[src/rtl/biresidue_pkg.sv]
package biresidue_pkg;

  typedef enum logic [1:0] {
    VERD_CLEAN = 2'd0,
    VERD_FIXED = 2'd1,
    VERD_FAIL  = 2'd2
  } verdict_e;

endpackage

[src/rtl/residue_fold.sv]
// Residue of a value modulo 2^W-1: sum the W-bit chunks, fold the carries
// end-around, and treat an all-ones result as zero.
module residue_fold #(
  parameter int unsigned IN_W = 12,
  parameter int unsigned W    = 3
) (
  input  logic [IN_W-1:0] value,
  output logic [W-1:0]    residue
);
  localparam int unsigned CHUNKS = (IN_W + W - 1) / W;
  localparam int unsigned PAD_W  = CHUNKS * W;
  localparam int unsigned ACC_W  = W + $clog2(CHUNKS + 1) + 1;

  logic [PAD_W-1:0] padded;
  logic [ACC_W-1:0] acc;

  always_comb begin
    padded = '0;
    padded[IN_W-1:0] = value;
    acc = '0;
    for (int c = 0; c < CHUNKS; c++) begin
      acc = acc + ACC_W'(padded[c*W +: W]);
    end
    for (int k = 0; k < ACC_W; k++) begin
      acc = ACC_W'(acc[W-1:0]) + (acc >> W);
    end
    residue = (acc[W-1:0] == {W{1'b1}}) ? '0 : acc[W-1:0];
  end
endmodule

[src/rtl/residue_diff.sv]
// (a - b) mod 2^W-1 using one's-complement addition.
module residue_diff #(
  parameter int unsigned W = 3
) (
  input  logic [W-1:0] a,
  input  logic [W-1:0] b,
  output logic [W-1:0] diff
);
  logic [W:0]   sum;
  logic [W-1:0] folded;

  always_comb begin
    sum    = {1'b0, a} + {1'b0, ~b};
    folded = sum[W-1:0] + W'(sum[W]);
    diff   = (folded == {W{1'b1}}) ? '0 : folded;
  end
endmodule

[src/rtl/residue_encoder.sv]
module residue_encoder #(
  parameter int unsigned A_BITS = 3,
  parameter int unsigned B_BITS = 4,
  localparam int unsigned DATA_W = A_BITS * B_BITS
) (
  input  logic [DATA_W-1:0] value,
  output logic [A_BITS-1:0] res_a,
  output logic [B_BITS-1:0] res_b
);
  residue_fold #(.IN_W(DATA_W), .W(A_BITS)) u_fold_a (.value(value), .residue(res_a));
  residue_fold #(.IN_W(DATA_W), .W(B_BITS)) u_fold_b (.value(value), .residue(res_b));
endmodule

[src/rtl/syndrome_locator.sv]
// One comparator per error position and sign. For +2^j the syndromes are
// single ones at j mod A_BITS and j mod B_BITS; for -2^j they are the
// complements of those.
module syndrome_locator #(
  parameter int unsigned A_BITS = 3,
  parameter int unsigned B_BITS = 4,
  localparam int unsigned DATA_W = A_BITS * B_BITS
) (
  input  logic [A_BITS-1:0] syn_a,
  input  logic [B_BITS-1:0] syn_b,
  output logic [DATA_W-1:0] pos_hit,
  output logic [DATA_W-1:0] neg_hit
);
  for (genvar j = 0; j < DATA_W; j++) begin : g_pos
    localparam logic [A_BITS-1:0] PA = A_BITS'(1 << (j % A_BITS));
    localparam logic [B_BITS-1:0] PB = B_BITS'(1 << (j % B_BITS));
    localparam logic [A_BITS-1:0] NA = ~PA;
    localparam logic [B_BITS-1:0] NB = ~PB;
    assign pos_hit[j] = (syn_a == PA) && (syn_b == PB);
    assign neg_hit[j] = (syn_a == NA) && (syn_b == NB);
  end
endmodule

[src/rtl/biresidue_corrector.sv]
module biresidue_corrector
  import biresidue_pkg::*;
#(
  parameter int unsigned A_BITS = 3,
  parameter int unsigned B_BITS = 4,
  localparam int unsigned DATA_W = A_BITS * B_BITS
) (
  input  logic              clk,
  input  logic              rst_n,
  input  logic [DATA_W-1:0] enc_value,
  output logic [A_BITS-1:0] enc_res_a,
  output logic [B_BITS-1:0] enc_res_b,
  input  logic              in_valid,
  input  logic [DATA_W-1:0] in_value,
  input  logic [A_BITS-1:0] in_res_a,
  input  logic [B_BITS-1:0] in_res_b,
  output logic              out_valid,
  output logic [DATA_W-1:0] out_value,
  output logic              out_fixed,
  output logic              out_fail
);
  // Reset: asserted asynchronously, released on the clock.
  logic rst_meta, rst_sync;
  always_ff @(posedge clk or negedge rst_n) begin
    if (!rst_n) begin
      rst_meta <= 1'b0;
      rst_sync <= 1'b0;
    end else begin
      rst_meta <= 1'b1;
      rst_sync <= rst_meta;
    end
  end

  // Encoder for producers.
  residue_encoder #(.A_BITS(A_BITS), .B_BITS(B_BITS)) u_enc (
    .value(enc_value), .res_a(enc_res_a), .res_b(enc_res_b)
  );

  // Recompute the residues of the received value and form the syndromes.
  logic [A_BITS-1:0] rcv_a, syn_a;
  logic [B_BITS-1:0] rcv_b, syn_b;

  residue_encoder #(.A_BITS(A_BITS), .B_BITS(B_BITS)) u_recheck (
    .value(in_value), .res_a(rcv_a), .res_b(rcv_b)
  );
  residue_diff #(.W(A_BITS)) u_diff_a (.a(rcv_a), .b(in_res_a), .diff(syn_a));
  residue_diff #(.W(B_BITS)) u_diff_b (.a(rcv_b), .b(in_res_b), .diff(syn_b));

  logic [DATA_W-1:0] pos_hit, neg_hit;
  syndrome_locator #(.A_BITS(A_BITS), .B_BITS(B_BITS)) u_loc (
    .syn_a(syn_a), .syn_b(syn_b), .pos_hit(pos_hit), .neg_hit(neg_hit)
  );

  // Next-state logic.
  verdict_e          verdict;
  logic [DATA_W-1:0] nxt_value;
  logic              nxt_fixed, nxt_fail;

  always_comb begin
    if ((syn_a == '0) && (syn_b == '0)) begin
      verdict = VERD_CLEAN;
    end else if (|{pos_hit, neg_hit}) begin
      verdict = VERD_FIXED;
    end else begin
      verdict = VERD_FAIL;
    end
    nxt_value = (verdict == VERD_FIXED) ? (in_value - pos_hit + neg_hit) : in_value;
    nxt_fixed = (verdict == VERD_FIXED);
    nxt_fail  = (verdict == VERD_FAIL);
  end

  // Registers; the result is captured only on a strobe.
  always_ff @(posedge clk or negedge rst_sync) begin
    if (!rst_sync) begin
      out_valid <= 1'b0;
      out_value <= '0;
      out_fixed <= 1'b0;
      out_fail  <= 1'b0;
    end else begin
      out_valid <= in_valid;
      if (in_valid) begin
        out_value <= nxt_value;
        out_fixed <= nxt_fixed;
        out_fail  <= nxt_fail;
      end
    end
  end

  // Assertions
  a_r2_encoder_range: assert property (@(posedge clk) disable iff (!rst_sync)
    (enc_res_a != {A_BITS{1'b1}}) && (enc_res_b != {B_BITS{1'b1}}));

  a_r4_single_locate: assert property (@(posedge clk) disable iff (!rst_sync)
    $onehot0({pos_hit, neg_hit}));

  a_r3_clean_passthrough: assert property (@(posedge clk) disable iff (!rst_sync)
    $past(in_valid) && !out_fixed && !out_fail |-> out_value == $past(in_value));

  a_r7_fail_passthrough: assert property (@(posedge clk) disable iff (!rst_sync)
    $past(in_valid) && out_fail |-> out_value == $past(in_value));

  a_r8_valid_delay: assert property (@(posedge clk) disable iff (!rst_sync)
    out_valid == $past(in_valid));

  a_r8_hold_when_idle: assert property (@(posedge clk) disable iff (!rst_sync)
    !$past(in_valid) |-> $stable(out_value) && $stable(out_fixed) && $stable(out_fail));

  a_r9_flags_exclusive: assert property (@(posedge clk) disable iff (!rst_sync)
    !(out_fixed && out_fail));

endmodule

[config.mk]
export PLATFORM = sky130hd
export DESIGN_NAME = biresidue_corrector
export DESIGN_NICKNAME = d
export VERILOG_FILES = /design/src/rtl/biresidue_pkg.sv /design/src/rtl/residue_fold.sv /design/src/rtl/residue_diff.sv /design/src/rtl/residue_encoder.sv /design/src/rtl/syndrome_locator.sv /design/src/rtl/biresidue_corrector.sv
export SDC_FILE = /design/constraint.sdc
export NUM_CORES = 1
export LEC_CHECK = 0
export BUFFER_PORTS_ARGS = -buffer_cell sky130_fd_sc_hd__buf_2
export CORE_UTILIZATION = 65
export CTS_BUF_LIST = sky130_fd_sc_hd__clkbuf_16
export DETAILED_ROUTE_END_ITERATION = 10
export GPL_TIMING_DRIVEN = 0
export PLACE_DENSITY = 0.95
export SLEW_MARGIN = 5
export SYNTH_ARGS = -nofsm -noshare
export SYNTH_HDL_FRONTEND = slang
export SYNTH_SLANG_ARGS = --single-unit
[constraint.sdc]
create_clock -name clk -period 12.81 [get_ports clk]
set_input_delay 1.281 -clock clk [delete_from_list [all_inputs] [get_ports clk]]
set_output_delay 1.281 -clock clk [all_outputs]
set_load 0.01 [all_outputs]
==> results.md, run 1 <==
- Status: finished clean
- Drt total wl: 12900 um
- Clock slew at the register clock pins of the worst setup and hold paths: 50 ps
- Start point of the critical path: in_value[9]
- Detailed-route vias per instance: 6.29
- Number of max-slew violations in the final report: 0
- CP max stage delay: 540 ps
- Number of H-tree levels: 1
- CP Max Fanout: 8
- Layout overhead on the synthesized area: 14.1%
- Endpoint class of the critical path: flip-flop
- Congestion Overflow GR: 0
- Required time of the critical path: 12920 ps
- Critical path's most frequent cell: sky130_fd_sc_hd__ha_2
- Final setup violation count: 0
- CP Capture Point: out_value[10]$_DFFE_PN0P_
- Final net count: 832
- All-Layer GR Usage: 0.306
- Timing-limited maximum frequency: 80.3 MHz
- Number of sinks driven by the clock tree: 17
- Initial antenna violation count: 0
- Clock root buffer master: sky130_fd_sc_hd__clkbuf_16
- Slew headroom: 0.587
- Count of distinct cell types in the synthesized netlist: 59
- Final min period: 12450 ps
- Floorplan core area: 0.00769 mm2
- Sum of net half-perimeters after detailed placement: 10300 um
- Synthesized cell area: 0.00514 mm2
- Number of ports placed on the die boundary: 56
- Synthesized instance count: 597
- Total vias in the final route: 4821
- Layout fillers: 503
- Gpl congestion: 0.947
- Number of design rule violations left after detail routing: 0
- Final Hold Slack: 256 ps
- Number of cell rows: 32
- 1st-iter DRT viols: 326
- Length of the first detailed-routing pass in iterations: 5
- Buffers added on ports: 55
- Post-route clock period utilization: 0.972
- Die footprint: 0.00827 mm2
- Clock skew after layout: 0.891 ps
- Largest net degree at the start of global routing: 16
- Classification of the worst-slack hold path: reg2async
- Via count of the first global-routing pass: 4847
- Clock latency on the worst-skew pair: 250 ps
- Number of synthesized register bits: 17
- Reg-to-reg critical path endpoint: out_value[3]$_DFFE_PN0P_
- Most used flip-flop cell after synthesis: sky130_fd_sc_hd__dfrtp_1
- Maximum number of buffers from clock root to sink: 2
- Crit path arrival time: 12560 ps
- Count of warnings emitted by yosys: 0
- Count of maximum capacitance violations: 0
- Share of the yosys chip area belonging to registers: 0.0827
- Number of CTS-inserted buffers: 3
- Ratio of cells with drive above 1 in the final layout: 0.182
- Hold Violations, Final: 0
- Global-route wire length before repair: 20800 um
- Internal reg-to-reg setup slack: 11860 ps
- Worst reg2reg startpoint: out_value[3]$_DFFE_PN0P_
- Type of origin of the critical path: input port
- Syn_nets: 763
- Proportion of register bits with asynchronous set or reset after synthesis: 1.00
- Placement Setup Slack: -605 ps
- Effective utilization at floorplan: 0.669
- Number of enable flip-flop cells after synthesis: 0
- CTS tree: yes
- Share of the core filled with cells in the final layout: 0.763
- Die height: 91.0 um
- Number of cells traversed by the worst register-to-register path: 2
- Smallest setup slack after layout: 359 ps
- Number of inserted diodes: 0
- Critical setup path kind: in2reg
- Width of the die: 91.0 um
- Avg WL per Cell: 16.9 um
- Slowest cell on the critical path: sky130_fd_sc_hd__fa_2
- Worst Max-Slew Pin Slew: 619 ps
- Number of antenna-violating nets in the routed design: 0
- Syn_area_per_cell: 8.62 um2
-- critical path, delay by kind of cell --
kind                       cells  cell delay (ps)
and+or+nand+nor               16             2320
adders and majority gates     20             5200
muxes                          1              120
buffers and inverters          8              950
AOI/OAI and AO/OA             12             2240
xor gates and xnor gates       3              450
-- sequential cells by signal (all words and copies together) (netlist names) --
name,flops
rst_sync,1
out_fail,1
out_valid,1
rst_meta,1
out_fixed,1
out_value,12
-- worst min path at each step --
stage	start	endpoint	slack (ps)	cells past startpoint
floorplan	rst_sync$_DFF_PN0_	out_fail$_DFFE_PN0P_	190	0
global placement	rst_sync$_DFF_PN0_	out_valid$_DFF_PN0_	260	0
detailed placement	rst_sync$_DFF_PN0_	out_value[2]$_DFFE_PN0P_	250	0
CTS	rst_sync$_DFF_PN0_	out_value[5]$_DFFE_PN0P_	270	0
global route	rst_sync$_DFF_PN0_	out_value[2]$_DFFE_PN0P_	320	0
finish	rst_sync$_DFF_PN0_	out_valid$_DFF_PN0_	260	0
-- layer usage --
metal / part of all wire / vias to the layer above / wire (um) / global-route usage
li1: - / 2261 / - / -
met1: 0.38 / 2266 / 4970 / 0.350
met2: 0.51 / 240 / 6590 / 0.563
met3: 0.070 / 54 / 899 / 0.0519
met4: 0.037 / 0 / 477 / 0.127
met5: 0 / - / 0 / 0
-- cell families (layout without fill, tap and decap cells) --
group           count (synthesis)  after routing  synth area share
xor+xnor                       58             58             0.130
simple gates                  197            197             0.193
flops                          17             17            0.0827
other cells                     1              1          0.000729
compound gates                115            115             0.152
fa+ha+maj                     132            132             0.378
buf+inv                        72            140            0.0537
mux                             5              5           0.00973
-- cell type report --
type	count	area (um2)	area share
clock inverters	1	5.00	0.000853
flip-flops and latches	17	425	0.0725
plain buffers	13	61.3	0.0104
inverters	59	221	0.0377
well taps	102	128	0.0217
clock buffers	3	75.1	0.0128
multi-input cells	508	4610	0.786
repair buffers	64	343	0.0584
-- synth_stat cells, types with 6 or more instances --
cell                       instances  share of area
sky130_fd_sc_hd__a21o_1           12          0.018
sky130_fd_sc_hd__inv_1            59          0.043
sky130_fd_sc_hd__o31ai_1           9          0.013
sky130_fd_sc_hd__nor2_1           38          0.028
sky130_fd_sc_hd__or3_1             7         0.0085
sky130_fd_sc_hd__and3_1           19          0.023
sky130_fd_sc_hd__a21oi_1          22          0.021
sky130_fd_sc_hd__nand2_1          45          0.033
sky130_fd_sc_hd__xnor2_1          28          0.048
sky130_fd_sc_hd__dfrtp_1          17          0.083
sky130_fd_sc_hd__xnor3_1           7          0.031
sky130_fd_sc_hd__ha_1             93           0.23
sky130_fd_sc_hd__a31oi_1          13          0.016
sky130_fd_sc_hd__nor3_1           21          0.020
sky130_fd_sc_hd__nand4_1           9          0.011
sky130_fd_sc_hd__a21boi_0          6         0.0088
sky130_fd_sc_hd__clkbuf_1          8         0.0058
sky130_fd_sc_hd__nor2b_1          13          0.016
sky130_fd_sc_hd__o21ai_0          19          0.018
sky130_fd_sc_hd__xor2_1           19          0.032
sky130_fd_sc_hd__nand3_1          20          0.019
sky130_fd_sc_hd__fa_1             39           0.15
-- stage by stage --
step / std cells / TNS [ps] / area [um2]
after global routing: 767 / -823 / 5870
after CTS: 759 / 0 / 5660
final: 767 / 0 / 5870
after detailed placement: 754 / -2400 / 5550
after floorplan: 597 / 0 / 5140
after global placement: 754 / 0 / 5550
-- cell usage in the layout (no fill, tap or decap), drive strengths merged, types with 20 or more instances in the layout --
master / count
a21oi: 24
buf: 69
fa: 39
ha: 93
inv: 59
nand2: 45
nand3: 20
nor2: 38
nor3: 21
xnor2: 28
-- timing repair --
action | in CTS | in global routing
hold buffers | 0 | 0
buffers inserted | 1 | 8
resized for setup | 5 | 35
pin swaps | 1 | 12
cloned | 0 | 0
endpoints found under the setup margin | 5 | 11
Power of run 1 is not shown: default switching activity piles up to over one toggle a cycle in this logic, so the estimate is an artifact.
==> run 2: changes to the inputs <==
- ABC_AREA: not set -> 1
==> results.md, run 2 <==
- Clock root buffer master: sky130_fd_sc_hd__clkbuf_16
- Number of cell rows: 32
- Post-synthesis xor/xnor area fraction: 0.0598
- Number of enable flip-flop cells after synthesis: 0
- Reg-to-reg critical path endpoint: out_value[7]$_DFFE_PN0P_
- Max reg flops: 12
- Largest net degree at the start of global routing: 16
- Proportion of register bits with asynchronous set or reset after synthesis: 1.00
- Slew headroom: 0.592
- Number of antenna-violating nets in the routed design: 0
- Clock latency on the worst-skew pair: 250 ps
- Critical setup path kind: in2reg
- Post-CTS setup buffer count: 0
- Most instantiated library cell after synthesis: sky130_fd_sc_hd__nand2_1
- Drt total wl: 11700 um
- Maximum number of buffers from clock root to sink: 2
- Initial antenna violation count: 0
- 1st-iter DRT viols: 308
- Avg WL per Cell: 12.8 um
- Synth area leaders: sky130_fd_sc_hd__ha_1 (22%), sky130_fd_sc_hd__fa_1 (15%), sky130_fd_sc_hd__nand2_1 (14%)
- Dominant combinational cell family by area after synthesis: adder cells
- Number of design rule violations left after detail routing: 0
- Count of warnings emitted by yosys: 0
- Largest area contributor in the synthesized netlist: sky130_fd_sc_hd__ha_1
- Number of ports placed on the die boundary: 56
- Syn_area_per_cell: 6.91 um2
- Clock skew after layout: 1.64 ps
- Hold Violations, Final: 0
- Slowest cell on the critical path: sky130_fd_sc_hd__fa_1
- Effective utilization at floorplan: 0.671
- Commonest cells after routing, fill and taps aside: sky130_fd_sc_hd__nand2_1 (193), sky130_fd_sc_hd__inv_1 (145), sky130_fd_sc_hd__ha_1 (93)
- Most frequent cells after synthesis: sky130_fd_sc_hd__nand2_1 (193), sky130_fd_sc_hd__inv_1 (145), sky130_fd_sc_hd__ha_1 (93), sky130_fd_sc_hd__nand3_1 (71), sky130_fd_sc_hd__nor2_1 (62)
- Compound-cell area share of the yosys netlist: 0.0422
- Worst reg2reg startpoint: rst_sync$_DFF_PN0_
- Gpl congestion: 0.995
- Total vias in the final route: 5011
- Number of H-tree levels: 1
- Count of maximum capacitance violations: 0
- Final min period: 11780 ps
- Final instance area: 0.00567 mm2
- Adder-cell share of the synthesized area: 0.375
- Final net count: 977
- Setup TNS after final layout: 0 ps
- Number of inserted diodes: 0
- Syn_nets: 917
- Critical path's most frequent cell: sky130_fd_sc_hd__ha_1
- Congestion Overflow GR: 0
- Synthesized instance count: 751
- CP Max Fanout: 6
- Status: finished clean
- Most used flip-flop cell after synthesis: sky130_fd_sc_hd__dfrtp_1
- Number of sinks driven by the clock tree: 17
- Type of origin of the critical path: input port
- Number of cells traversed by the worst register-to-register path: 0
- Die footprint: 0.00834 mm2
- CP max stage delay: 600 ps
- Width of the die: 91.3 um
- Synthesized cell area: 0.00519 mm2
- Via count of the first global-routing pass: 5146
- Setup repair after global routing missed its margin: false
- Most frequent standard cell in the layout excluding fill and tap cells: sky130_fd_sc_hd__nand2_1
- Endpoint class of the critical path: flip-flop
- Floorplan core area: 0.00773 mm2
- Resized cells post-CTS: 0
- Number of CTS-inserted buffers: 3
- CTS tree: yes
- Layout overhead on the synthesized area: 9.31%
- Classification of the worst-slack hold path: reg2async
- Required time of the critical path: 12950 ps
- Multiplexer fraction of the synthesized cell area: 0
- Timing-limited maximum frequency: 84.9 MHz
- Buffers added on ports: 55
- Sum of net half-perimeters after detailed placement: 10300 um
- Length of the first detailed-routing pass in iterations: 7
- Clock slew at the register clock pins of the worst setup and hold paths: 50 ps
- Die height: 91.3 um
- Internal reg-to-reg setup slack: 12160 ps
- Synthesized-area fraction occupied by and/or/nand/nor cells: 0.322
- Area post-placement: 0.00559 mm2
- Worst Max-Slew Pin Slew: 612 ps
- Post-route clock period utilization: 0.920
- Count of distinct cell types in the synthesized netlist: 35
- All-Layer GR Usage: 0.304
- Final setup violation count: 0
- Share of the yosys chip area belonging to registers: 0.0820
- Number of max-slew violations in the final report: 0
- Number of synthesized register bits: 17
- Crit path arrival time: 11920 ps
- Top reg by flops: out_value
- Global-route wire length before repair: 21100 um
- Hold bufs inserted after CTS: 0
- Detailed-route vias per instance: 5.49
- Area share of the largest cell type after synthesis: 0.224
- Ratio of cells with drive above 1 in the final layout: 0.111
run 2: cell types whose count changed after synthesis, moves of 8 or more:
cell                      previous run  this run
sky130_fd_sc_hd__nand2_1            45       193
sky130_fd_sc_hd__nor2_1             38        62
sky130_fd_sc_hd__a31oi_1            13         1
sky130_fd_sc_hd__nand3_1            20        71
sky130_fd_sc_hd__and3_1             19         1
sky130_fd_sc_hd__nand4_1             9        26
sky130_fd_sc_hd__inv_1              59       145
sky130_fd_sc_hd__a21o_1             12         0
sky130_fd_sc_hd__o21ai_0            19         9
sky130_fd_sc_hd__xnor2_1            28        11
sky130_fd_sc_hd__o31ai_1             9         1
sky130_fd_sc_hd__nor3_1             21         2
sky130_fd_sc_hd__nor2b_1            13         0
run 2: worst max-delay path: cells and delay by family:
family,cells,cell delay [ps]
AO/OA/AOI/OAI,7,1230
AND/OR/NAND/NOR,25,2850
adder cells (fa/ha/maj),22,5540
XOR/XNOR,1,190
buffers and inverters,9,780
run 2: worst max path at each step:
stage	to	startpoint	cells past startpoint	slack, ps
after floorplan	out_value[9]$_DFFE_PN0P_	in_value[1]	63	2320
after global placement	out_value[9]$_DFFE_PN0P_	in_value[9]	64	1310
after detailed placement	out_value[9]$_DFFE_PN0P_	in_value[9]	64	870
after CTS	out_value[9]$_DFFE_PN0P_	in_value[9]	64	1110
after global routing	out_value[9]$_DFFE_PN0P_	in_value[9]	64	70
final	out_value[9]$_DFFE_PN0P_	in_value[9]	64	1030
run 2: area by class of cell:
| cell class | instances | area [um2] |
|---|---|---|
| sequential | 17 | 425 |
| inverter | 149 | 559 |
| multi-input combinational | 577 | 4150 |
| clock buffer | 3 | 75.1 |
| buffer | 8 | 57.6 |
| timing repair buffer | 55 | 275 |
| tap | 102 | 128 |
| clock inverter | 1 | 5.00 |
| fill | 580 | 2060 |
run 2: per-stage QoR:
stage	hold WS, ps	cells	utilization	setup slack, ps
2_1_floorplan	187	751	-	2320
3_3_place_gp	241	908	0.724	1310
3_5_place_dp	261	908	0.724	866
4_1_cts	270	912	0.734	1110
5_1_grt	308	912	0.734	68.6
6_report	253	912	0.734	1030
run 2: kinds of logic after synthesis:
family          Yosys count
compound gates           39
other cells               1
fa+ha+maj               132
buf+inv                 157
flops                    17
xor+xnor                 32
simple gates            373
run 2: layer usage:
layer,wire (um),global-route usage
met1,4530,0.352
met2,6240,0.599
met3,658,0.0159
met4,249,0.0833
met5,0,0
Power of run 2 is left out for the same reason.
==> run 3: changes to the inputs <==
- CELL_PAD_IN_SITES_DETAIL_PLACEMENT: not set -> 0
- CELL_PAD_IN_SITES_GLOBAL_PLACEMENT: not set -> 1
- CORE_UTILIZATION: 65 -> 48
==> results.md, run 3 (synthesis gave the netlist of run 2 again) <==
- Status: finished clean
- Hold Violations, Final: 0
- Multi-input combinational cell area: 0.00415 mm2
- Type of origin of the critical path: input port
- Critical setup path kind: in2reg
- CP max stage delay: 580 ps
- Number of H-tree levels: 1
- Max reg flops: 12
- Most frequent standard cell in the layout excluding fill and tap cells: sky130_fd_sc_hd__nand2_1
- Final setup violation count: 0
- Required time of the critical path: 12950 ps
- Flip-flop and latch area: 425 um2
- Via count of the first global-routing pass: 4847
- Clock latency on the worst-skew pair: 250 ps
- Maximum number of buffers from clock root to sink: 2
- Layout fillers: 1015
- Total vias in the final route: 4873
- Clock slew at the register clock pins of the worst setup and hold paths: 50 ps
- Final min period: 11490 ps
- Setup repair after global routing missed its margin: false
- Avg WL per Cell: 12.0 um
- Number of standard cells in the layout, taps in and fillers out: 946
- Number of inserted diodes: 0
- Largest net degree at the start of global routing: 16
- Number of cells traversed by the worst register-to-register path: 0
- Post-route clock period utilization: 0.897
- Internal reg-to-reg setup slack: 12160 ps
- Number of ports placed on the die boundary: 56
- Slowest cell on the critical path: sky130_fd_sc_hd__fa_1
- Die height: 106 um
- Clock root buffer master: sky130_fd_sc_hd__clkbuf_16
- All-Layer GR Usage: 0.213
- Effective utilization at floorplan: 0.498
- Layout overhead on the synthesized area: 10.1%
- Commonest cells after routing, fill and taps aside: sky130_fd_sc_hd__nand2_1 (193), sky130_fd_sc_hd__inv_1 (146), sky130_fd_sc_hd__ha_1 (93)
- Post-CTS setup buffer count: 0
- Clock skew after layout: 4.22 ps
- Number of CTS-inserted buffers: 3
- Classification of the worst-slack hold path: reg2async
- Detailed-route vias per instance: 5.15
- Critical path's most frequent cell: sky130_fd_sc_hd__ha_1
- Ratio of cells with drive above 1 in the final layout: 0.110
- Number of cell rows: 37
- Buffers added on ports: 55
- Slew headroom: 0.590
- Number of sinks driven by the clock tree: 17
- Die footprint: 0.0112 mm2
- Top reg by flops: out_value
- Gpl congestion: 0.948
- Drt total wl: 11300 um
- Initial antenna violation count: 0
- Resized cells post-CTS: 0
- 1st-iter DRT viols: 319
- Endpoint class of the critical path: flip-flop
- Final net count: 977
- Hold bufs inserted after CTS: 0
- Number of design rule violations left after detail routing: 0
- Number of antenna-violating nets in the routed design: 0
- Global-route wire length before repair: 20200 um
- Number of placed cells counting well taps: 942
- Worst Max-Slew Pin Slew: 616 ps
- Congestion Overflow GR: 0
- Worst reg2reg startpoint: rst_sync$_DFF_PN0_
- Setup TNS after final layout: 0 ps
- Number of max-slew violations in the final report: 0
- Floorplan core area: 0.0104 mm2
- Timing-limited maximum frequency: 87.0 MHz
- Crit path arrival time: 11630 ps
- Sum of net half-perimeters after detailed placement: 10100 um
- Reg-to-reg critical path endpoint: out_valid$_DFF_PN0_
- Width of the die: 106 um
- CTS tree: yes
- Length of the first detailed-routing pass in iterations: 5
- CP Max Fanout: 6
- Count of maximum capacitance violations: 0
[run 3: cell count changes in the layout (fill, tap and decap cells not counted), sizes merged]
cell	delta
inv	+1
clkinv	-1
[run 3: metal layers]
layer  GRT usage  up-vias  part of all wire
li1            -     2506                 -
met3      0.0141       16             0.039
met2       0.401      113              0.50
met5           0        -                 0
met4      0.0377        0             0.010
met1       0.268     2238              0.45
[run 3: cell type report]
cell class              count  area share
multi-input cells         577       0.726
inverters                 149      0.0979
flip-flops and latches     17      0.0745
repair buffers             55      0.0482
well taps                 136      0.0298
clock buffers               3      0.0131
plain buffers               8      0.0101
clock inverters             1    0.000657
[run 3: worst max-delay path, delay by kind of cell]
kind | cells | cell delay, ps
AOI/OAI and AO/OA | 7 | 1180
xor gates and xnor gates | 1 | 150
adders and majority gates | 22 | 5330
buffers and inverters | 10 | 750
and+or+nand+nor | 25 | 2930
[run 3: worst max-delay path by stage]
stage | from | end | slack [ps]
final | in_value[9] | out_value[9]$_DFFE_PN0P_ | 1320
after global routing | in_value[5] | out_value[9]$_DFFE_PN0P_ | 220
after CTS | in_value[9] | out_value[9]$_DFFE_PN0P_ | 1320
after detailed placement | in_value[9] | out_value[9]$_DFFE_PN0P_ | 1090
after global placement | in_value[9] | out_value[9]$_DFFE_PN0P_ | 1280
after floorplan | in_value[1] | out_value[9]$_DFFE_PN0P_ | 2320
[run 3: per-stage QoR]
step / util / hold WS, ps / worst slack, ps / area, um2
finish: 0.548 / 250 / 1320 / 5710
global route: 0.548 / 314 / 224 / 5710
CTS: 0.548 / 277 / 1320 / 5710
detailed placement: 0.541 / 268 / 1090 / 5630
global placement: 0.541 / 246 / 1280 / 5630
floorplan: - / 187 / 2320 / 5190
Power of run 3 is left out for the same reason.
